File: src/rtl/eess_pkg.sv
// Shared types for the store/erase sequencer.
// Assumes: nothing beyond a single clock domain.
package eess_pkg;
    typedef enum logic [1:0] {
        ST_IDLE  = 2'd0,
        ST_STORE = 2'd1,
        ST_ERASE = 2'd2
    } seq_state_t;
endpackage

File: src/rtl/eess_pointer.sv
// Write pointer and stored-byte counter.
// The pointer steps by one and wraps at MEM_SIZE. A clear wins over a step.
// The counter wraps at its natural width.
// Assumes: step and clear come from the controller and are never both set.
module eess_pointer #(
    parameter int MEM_SIZE = 128,
    parameter int CNT_W    = 8,
    localparam int AW      = $clog2(MEM_SIZE)
) (
    input  logic             clk,
    input  logic             rst_n,
    input  logic             step,
    input  logic             clear,
    input  logic             cnt_inc,
    input  logic             cnt_clr,
    output logic [AW-1:0]    addr,
    output logic [CNT_W-1:0] cnt,
    output logic             at_last
);
    localparam logic [AW-1:0] LAST = AW'(MEM_SIZE - 1);

    // Flag the highest location so the controller and the wrap share one compare
    always_comb at_last = (addr == LAST);

    // Pointer register: clear, wrap at the top, or step
    always_ff @(posedge clk) begin
        if (!rst_n)       addr <= '0;
        else if (clear)   addr <= '0;
        else if (step)    addr <= at_last ? '0 : addr + 1'b1;
    end

    // Stored-byte counter with natural rollover
    always_ff @(posedge clk) begin
        if (!rst_n)       cnt <= '0;
        else if (cnt_clr) cnt <= '0;
        else if (cnt_inc) cnt <= cnt + 1'b1;
    end

    assert_wrap_top_R4: assert property (@(posedge clk) disable iff (!rst_n)
        (step && !clear && addr == LAST) |=> (addr == '0));

    assert_count_step_R5: assert property (@(posedge clk) disable iff (!rst_n)
        (cnt_inc && !cnt_clr) |=> (cnt == $past(cnt) + 1'b1));
endmodule

File: src/rtl/eess_ctrl.sv
// Operation controller. It accepts one request while idle, issues write
// commands to the bus master and steers the pointer and counter.
// Erase wins over store on the same edge.
// Assumes: wr_done is a one-cycle pulse per issued command.
module eess_ctrl
    import eess_pkg::*;
(
    input  logic clk,
    input  logic rst_n,
    input  logic store_req,
    input  logic erase_req,
    input  logic wr_done,
    input  logic at_last,
    output logic busy,
    output logic wr_start,
    output logic load_data,
    output logic clear,
    output logic step,
    output logic cnt_inc,
    output logic cnt_clr
);
    seq_state_t state;
    logic       idle, store_fin, erase_step, erase_fin;

    // Decode the acceptance and completion events of the current state
    always_comb begin
        idle       = (state == ST_IDLE);
        clear      = idle && erase_req;
        load_data  = idle && store_req && !erase_req;
        store_fin  = (state == ST_STORE) && wr_done;
        erase_step = (state == ST_ERASE) && wr_done;
        erase_fin  = erase_step && at_last;
        step       = store_fin || erase_step;
        cnt_inc    = store_fin;
        cnt_clr    = erase_fin;
        busy       = !idle;
    end

    // State register: enter an operation on request, leave it on its last done
    always_ff @(posedge clk) begin
        if (!rst_n)                  state <= ST_IDLE;
        else if (clear)              state <= ST_ERASE;
        else if (load_data)          state <= ST_STORE;
        else if (store_fin || erase_fin) state <= ST_IDLE;
    end

    // Command pulse: one per accepted request and one per further erase location
    always_ff @(posedge clk) begin
        if (!rst_n) wr_start <= 1'b0;
        else        wr_start <= clear || load_data || (erase_step && !at_last);
    end

    assert_start_busy_R2: assert property (@(posedge clk) disable iff (!rst_n)
        wr_start |-> busy);

    assert_erase_ends_R7: assert property (@(posedge clk) disable iff (!rst_n)
        erase_fin |=> !busy);
endmodule

File: src/rtl/eeprom_store_seq.sv
// Top of the store/erase sequencer. It ties the controller to the pointer
// and holds the byte for the write in flight (zero during an erase).
// Assumes: the master samples cur_addr and wr_data with wr_start and keeps
// using them until it pulses wr_done.
module eeprom_store_seq #(
    parameter int MEM_SIZE   = 128,
    parameter int DATA_W     = 8,
    parameter int CNT_W      = 8,
    parameter logic [DATA_W-1:0] ERASE_FILL = '0,
    localparam int AW        = $clog2(MEM_SIZE)
) (
    input  logic              clk,
    input  logic              rst_n,
    input  logic              store_req,
    input  logic [DATA_W-1:0] store_data,
    input  logic              erase_req,
    input  logic              wr_done,
    output logic              busy,
    output logic              wr_start,
    output logic [DATA_W-1:0] wr_data,
    output logic [AW-1:0]     cur_addr,
    output logic [CNT_W-1:0]  byte_count
);
    logic load_data, clear, step, cnt_inc, cnt_clr, at_last;

    eess_ctrl u_ctrl (
        .clk       (clk),
        .rst_n     (rst_n),
        .store_req (store_req),
        .erase_req (erase_req),
        .wr_done   (wr_done),
        .at_last   (at_last),
        .busy      (busy),
        .wr_start  (wr_start),
        .load_data (load_data),
        .clear     (clear),
        .step      (step),
        .cnt_inc   (cnt_inc),
        .cnt_clr   (cnt_clr)
    );

    eess_pointer #(.MEM_SIZE(MEM_SIZE), .CNT_W(CNT_W)) u_ptr (
        .clk     (clk),
        .rst_n   (rst_n),
        .step    (step),
        .clear   (clear),
        .cnt_inc (cnt_inc),
        .cnt_clr (cnt_clr),
        .addr    (cur_addr),
        .cnt     (byte_count),
        .at_last (at_last)
    );

    // Write data register: fill value for an erase, request byte for a store
    always_ff @(posedge clk) begin
        if (!rst_n)         wr_data <= '0;
        else if (clear)     wr_data <= ERASE_FILL;
        else if (load_data) wr_data <= store_data;
    end

    assert_busy_hold_R8: assert property (@(posedge clk) disable iff (!rst_n)
        (busy && !wr_done) |=> ($stable(cur_addr) && $stable(byte_count) && $stable(wr_data)));

    assert_idle_done_R10: assert property (@(posedge clk) disable iff (!rst_n)
        (!busy && !store_req && !erase_req) |=> ($stable(cur_addr) && $stable(byte_count)));

    assert_erase_start_R6: assert property (@(posedge clk) disable iff (!rst_n)
        (!busy && erase_req) |=> (cur_addr == '0 && wr_start && wr_data == ERASE_FILL));
endmodule

File: config.mk
export PLATFORM = sky130hd
export DESIGN_NAME = eeprom_store_seq
export DESIGN_NICKNAME = d
export VERILOG_FILES = /design/src/rtl/eess_pkg.sv /design/src/rtl/eess_pointer.sv /design/src/rtl/eess_ctrl.sv /design/src/rtl/eeprom_store_seq.sv
export SDC_FILE = /design/constraint.sdc
export NUM_CORES = 1
export LEC_CHECK = 0
export ABC_AREA = 0
export BUFFER_PORTS_ARGS = -buffer_cell sky130_fd_sc_hd__buf_2
export CORE_AREA = 5 5 65 67
export DETAILED_ROUTE_END_ITERATION = 8
export DIE_AREA = 0 0 70 72
export HOLD_SLACK_MARGIN = 0.06
export SETUP_SLACK_MARGIN = 0.3
export SYNTH_ARGS = -nofsm -noshare
export SYNTH_HDL_FRONTEND = slang
export SYNTH_SLANG_ARGS = --single-unit
File: constraint.sdc
create_clock -name clk -period 2.8 [get_ports clk]
set_input_delay 0.56 -clock clk [delete_from_list [all_inputs] [get_ports clk]]
set_output_delay 0.56 -clock clk [all_outputs]
set_load 0.005 [all_outputs]
; Yosys cells after proc, flatten, opt, wreduce, memory -nomap -nowiden
; Index checks and enable logic that the tools add are counted.
[totals]
output_inout_bits = 25
inputBits = 13
ff_bits = 26
elab_cells = 35
[classes]
n_bitwise = 1
muxes = 4
eq_ne = 3
n_reduce_logical = 19
addsub = 2
[ops]
columns = op, n
row1 = $add A8 B1 Y8 const B, 1
row2 = $add A7 B1 Y7 const B, 1
row3 = $eq A7 B7 Y1 const B, 1
row4 = $logic_and A1 B1 Y1, 7
row5 = $mux W7, 1
row6 = $mux W2, 3
row7 = $logic_or A1 B1 Y1, 4
row8 = $reduce_or A2 Y1, 2
row9 = $logic_not A1 Y1, 3
row10 = $reduce_bool A3 Y1, 1
row11 = $eq A2 B1 Y1 const B, 1
row12 = $eq A2 B2 Y1 const B, 1
row13 = $logic_not A2 Y1, 1
row14 = $reduce_bool A2 Y1, 1
row15 = $not A1 Y1, 1

; Logic depth before layout (Yosys ltp)
[logic_depth]
word_depth = 7
mapped_depth = 5
mapped_depth_nobuf = 4

; By module
; A second synthesis with hierarchy kept.
[unflattened]
cells_unflattened = 128
area_unflattened_um2 = 1199.9
[modules_own_cells]
columns = module, cells_each, area_per_inst_um2, seq_area_each_um2, n_inst
row1 = eess_pointer, 79, 694.4, 300.3, 1
row2 = eeprom_store_seq, 27, 292.8, 160.2, 1
row3 = eess_ctrl, 22, 212.7, 60.1, 1

; Worst setup path before layout
; Ideal clock, no wire load.
[synth_path]
kind = input -> register
from = in wr_done
to = reg u_ptr.addr[5]
stages = 4
setup_ps = 79
slack_ps = 1181
required_time_ps = 2721
arrival_time_ps = 1540
path_buffers = 1
path_cell_list = clkbuf_4 -> nand4_1 -> or4_1 -> a211oi_2
[synth_between]
elab_chain_len = 2
elab_cells_between_ends = 3
classes_between = reduce/logical: 3
[synth_lines]
columns = item, line
row1 = "start, declared", eeprom_store_seq.sv:17  ; input logic wr_done,
row2 = $logic_and A1 B1 Y1 (on tied branches), "eess_ctrl.sv:30, eess_ctrl.sv:31"
row3 = $logic_or A1 B1 Y1 *, eess_ctrl.sv:33  ; step = store_fin || erase_step;
row4 = "end signal, assigned", eess_pointer.sv:29  ; else if (step) addr <= at_last ? '0 : addr + 1'b1;
row5 = "end, declared", eess_pointer.sv:16  ; output logic [AW-1:0] addr,
; Mark *: on every way between the ends. The rest lies on a longest branch, timed or not.
; A chain may end at the register's enable or synchronous reset.

; Worst setup path after layout
[layout_path]
from = reg u_ctrl.state[0]
to = reg u_ptr.addr[5]
[layout_between]
elab_chain_len = 3
elab_cells_between_ends = 8
classes_between = eq/ne: 2 / reduce/logical: 6
[layout_lines]
columns = item, line
row1 = "start, declared", eess_ctrl.sv:22  ; seq_state_t state;
row2 = "start signal, assigned", eess_ctrl.sv:41  ; if (!rst_n) state <= ST_IDLE;
row3 = "start signal, assigned", eess_ctrl.sv:42  ; else if (clear) state <= ST_ERASE;
row4 = "start signal, assigned", eess_ctrl.sv:43  ; else if (load_data) state <= ST_STORE;
row5 = "$eq A2 B1 Y1, or another cell as far along", eess_ctrl.sv:30  ; store_fin = (state == ST_STORE) && wr_done;
row6 = $logic_and A1 B1 Y1 (on tied branches), "eess_ctrl.sv:30, eess_ctrl.sv:28, eess_ctrl.sv:31"
row7 = $logic_or A1 B1 Y1 or $reduce_or A2 Y1 (tied branches), --
; Several ways; a longest one is shown, not always the timed one.

==> qor.yml <==
crit_path_max_incr_delay_ps: 630
clk_latency_ps: 320
place.gp.congestion: 0.765
cp_num_cells: 3
timing.slew.headroom_pct: 35.5
area_growth_syn_to_layout_pct: 20.5
synth-simple-area-share_pct: 27.7
drt_iter0_drc: 15
die_x_um: 70
fp-row-count: 22
yosysWarnings: 0
power_switching_w: 0.000158
grt.total_usage_pct: 11.7
vdd_drop_max_mv: 0.290
cts_root_buf: "clkbuf_4"
cts_buffers: 3
cpMaxStageDelayCell: "dfxtp_1"
power_frac_seq_pct: 60.6
worst_hold_slack_ps: 455
layout_min_cycle_time_ps: 1900
start_util_pct: 33.3
synth_compound_area_share_pct: 19.4
grt_max_degree: 17
gr-total-overflow: 0
final_antenna_net_count: 0
syn_area_um2: 1190
worstPathRequired_ps: 3060
drtPass1Iterations: 4
p_clk_share_pct: 28.8
first_global_vias: 1101
synth_adder_area_share_pct: 2.10
wire_per_inst_um: 13.1
die_area_um2: 5040
routed_wl_um: 2850
p_int_w: 0.000487
ys.flop_type: "dfxtp_1"
hp-class: "in2reg"
drive_above_1_share_pct: 27.8
grt_antenna_before_repair: 0
rr_worst_depth: 3
synth_nets: 149
hpwlAfterDp_um: 2180
cp-start-kind: "flop"
diodes: 0
cts_setup_buffers: 0
critPathTopFamily: "flip-flops"
grt_setup_unrepaired: "false"
core-area_um2: 3580
finalNetCount: 185
clkSlewWorstSetupHoldPaths_ps: 150
h-tree-depth: 1
clock_path_buffers: 2
netlist_top_cells_area: "dfxtp_1, a21oi_1, nand2_1, o21ai_0, or3_1"
synth.most_common_cell: "dfxtp_1"
synthCells: 134
hold_viol: 0
fin_worst_skew_ps: 19.5
io_buffers: 37
worstPathArrival_ps: 2160
crit_type: "reg2reg"
synth_commonest_cells: "dfxtp_1, nand2_1, a21oi_1"
ios: 38
p_sw_share_pct: 24.6
drcViolationCount: 0
die_h_um: 72
ys_seq_area_share_pct: 43.7
grt_first_pass_wirelength_um: 4880
setup-tns-final_ps: 0
cts.repair.resized: 0
synth_top_area_share_pct: 43.7
post-route-period-util_pct: 67.8
timing.critical_path.to_type: "flop"
yosysTopAreaCell: "dfxtp_1"
maxCapViolCount: 0
synth_edf_count: 0
cts.sinks: 26
leakage_nw: 0.594
synth_top_family_by_area: "simple AND/OR/NAND/NOR gates"
finalSetupViolations: 0
holdPathStages: 3
synth_xor_area_share_pct: 2.20
worst-path-buf-inv: 0
syn_area_per_cell_um2: 8.90
p_comb_share_pct: 10.6
async_flop_share_pct: 0
cp_cell_sequence: "xnor2_1 -> or4_1 -> a211oi_2"
synth_mux_area_share_pct: 0.839
powerDensity_nw_per_um2: 449
status: "completed"
cts_tree: "built"
tightest_slew_ps: 960
final_max_slew_viol_count: 0
fmax_mhz: 527
cts-hold-fix-buffers: 0
synth-seq-cells: 26
yosysUniqueCellTypes: 30
viasPerCell: 5.17
num_vias: 1122
cp_max_fo: 15
[sequential cells by signal (all words and copies together), names as in the netlist]
name and count:
wr_data 8, u_ptr.cnt 8, u_ptr.addr 7, u_ctrl.state 2
u_ctrl.wr_start 1
[cells in the final DEF (no fill, tap or decap), types with 4 or more instances in the layout]
| cell type | instances |
|---|---|
| a21oi_1 | 19 |
| buf_2 | 37 |
| dfxtp_1 | 26 |
| nand2_1 | 24 |
| nand4_1 | 4 |
| nor2_1 | 4 |
| o21ai_0 | 10 |
| o31ai_1 | 4 |
| or3_1 | 7 |
| or4_1 | 4 |
[worst reg2reg max path: cells and delay by family, from the launching register on]
kind / cells / cell delay [ps]
XOR/XNOR: 1 / 390
AO/OA/AOI/OAI: 1 / 220
flip-flops: 1 / 630
AND/OR/NAND/NOR: 1 / 610
[path summary, 6_finish.rpt]
| check | to | slack (ps) | start |
|---|---|---|---|
| max | u_ptr.addr[5]$_SDFFE_PP0P_ | 900 | u_ctrl.state[0]$_SDFFE_PP0P_ |
| min | wr_data[2]$_SDFFE_PP0P_ | 450 | store_data[2] |
| max reg2reg | u_ptr.addr[5]$_SDFFE_PP0P_ | 900 | u_ctrl.state[0]$_SDFFE_PP0P_ |
| min reg2reg | wr_data[6]$_SDFFE_PP0P_ | 450 | wr_data[6]$_SDFFE_PP0P_ |
[layer usage]
layer | track usage [%] | part of all wire, % | vias up | wire length, um
li1 | - | - | 564 | -
met1 | 13.1 | 43 | 520 | 1230
met2 | 20.8 | 48 | 32 | 1380
met3 | 3.46 | 6.5 | 6 | 185
met4 | 5.11 | 2.0 | 0 | 57
met5 | 0 | 0 | - | 0
[kinds of logic after synthesis]
| kind of cell | count (synthesis) |
|---|---|
| buffers and inverters | 9 |
| xor gates and xnor gates | 3 |
| DFF | 26 |
| adders and majority gates | 2 |
| and+or+nand+nor | 54 |
| AOI/OAI and AO/OA | 39 |
| muxes | 1 |
[power groups by stage]
stage	clock network, W	registers (W)	logic (W)
floorplan	0	0.000393	0.0000510
global placement	0	0.000398	0.0000668
detailed placement	0	0.000398	0.0000688
CTS	0.000196	0.000390	0.0000692
global route	0.000211	0.000392	0.0000768
finish	0.000186	0.000391	0.0000684
[per-stage QoR]
stage	setup WS, ps	total power (W)	std cells	utilization [%]	area, um^2
after global placement	1020	0.000464	213	39.1	1400
after CTS	908	0.000655	217	40.1	1440
after floorplan	1180	0.000444	134	-	1190
final	901	0.000645	217	40.1	1440
after global routing	780	0.000680	217	40.1	1440
after detailed placement	915	0.000467	213	39.1	1400
[cell type report]
type / count / area (um^2)
Clock buffer: 4 / 36.3
Fill cell: 390 / 2140
Inverter: 3 / 11.3
Multi-Input combinational cell: 99 / 623
Sequential cell: 26 / 520
Tap cell: 48 / 60.1
Timing Repair Buffer: 37 / 185
(Power assumes the default switching activity.)
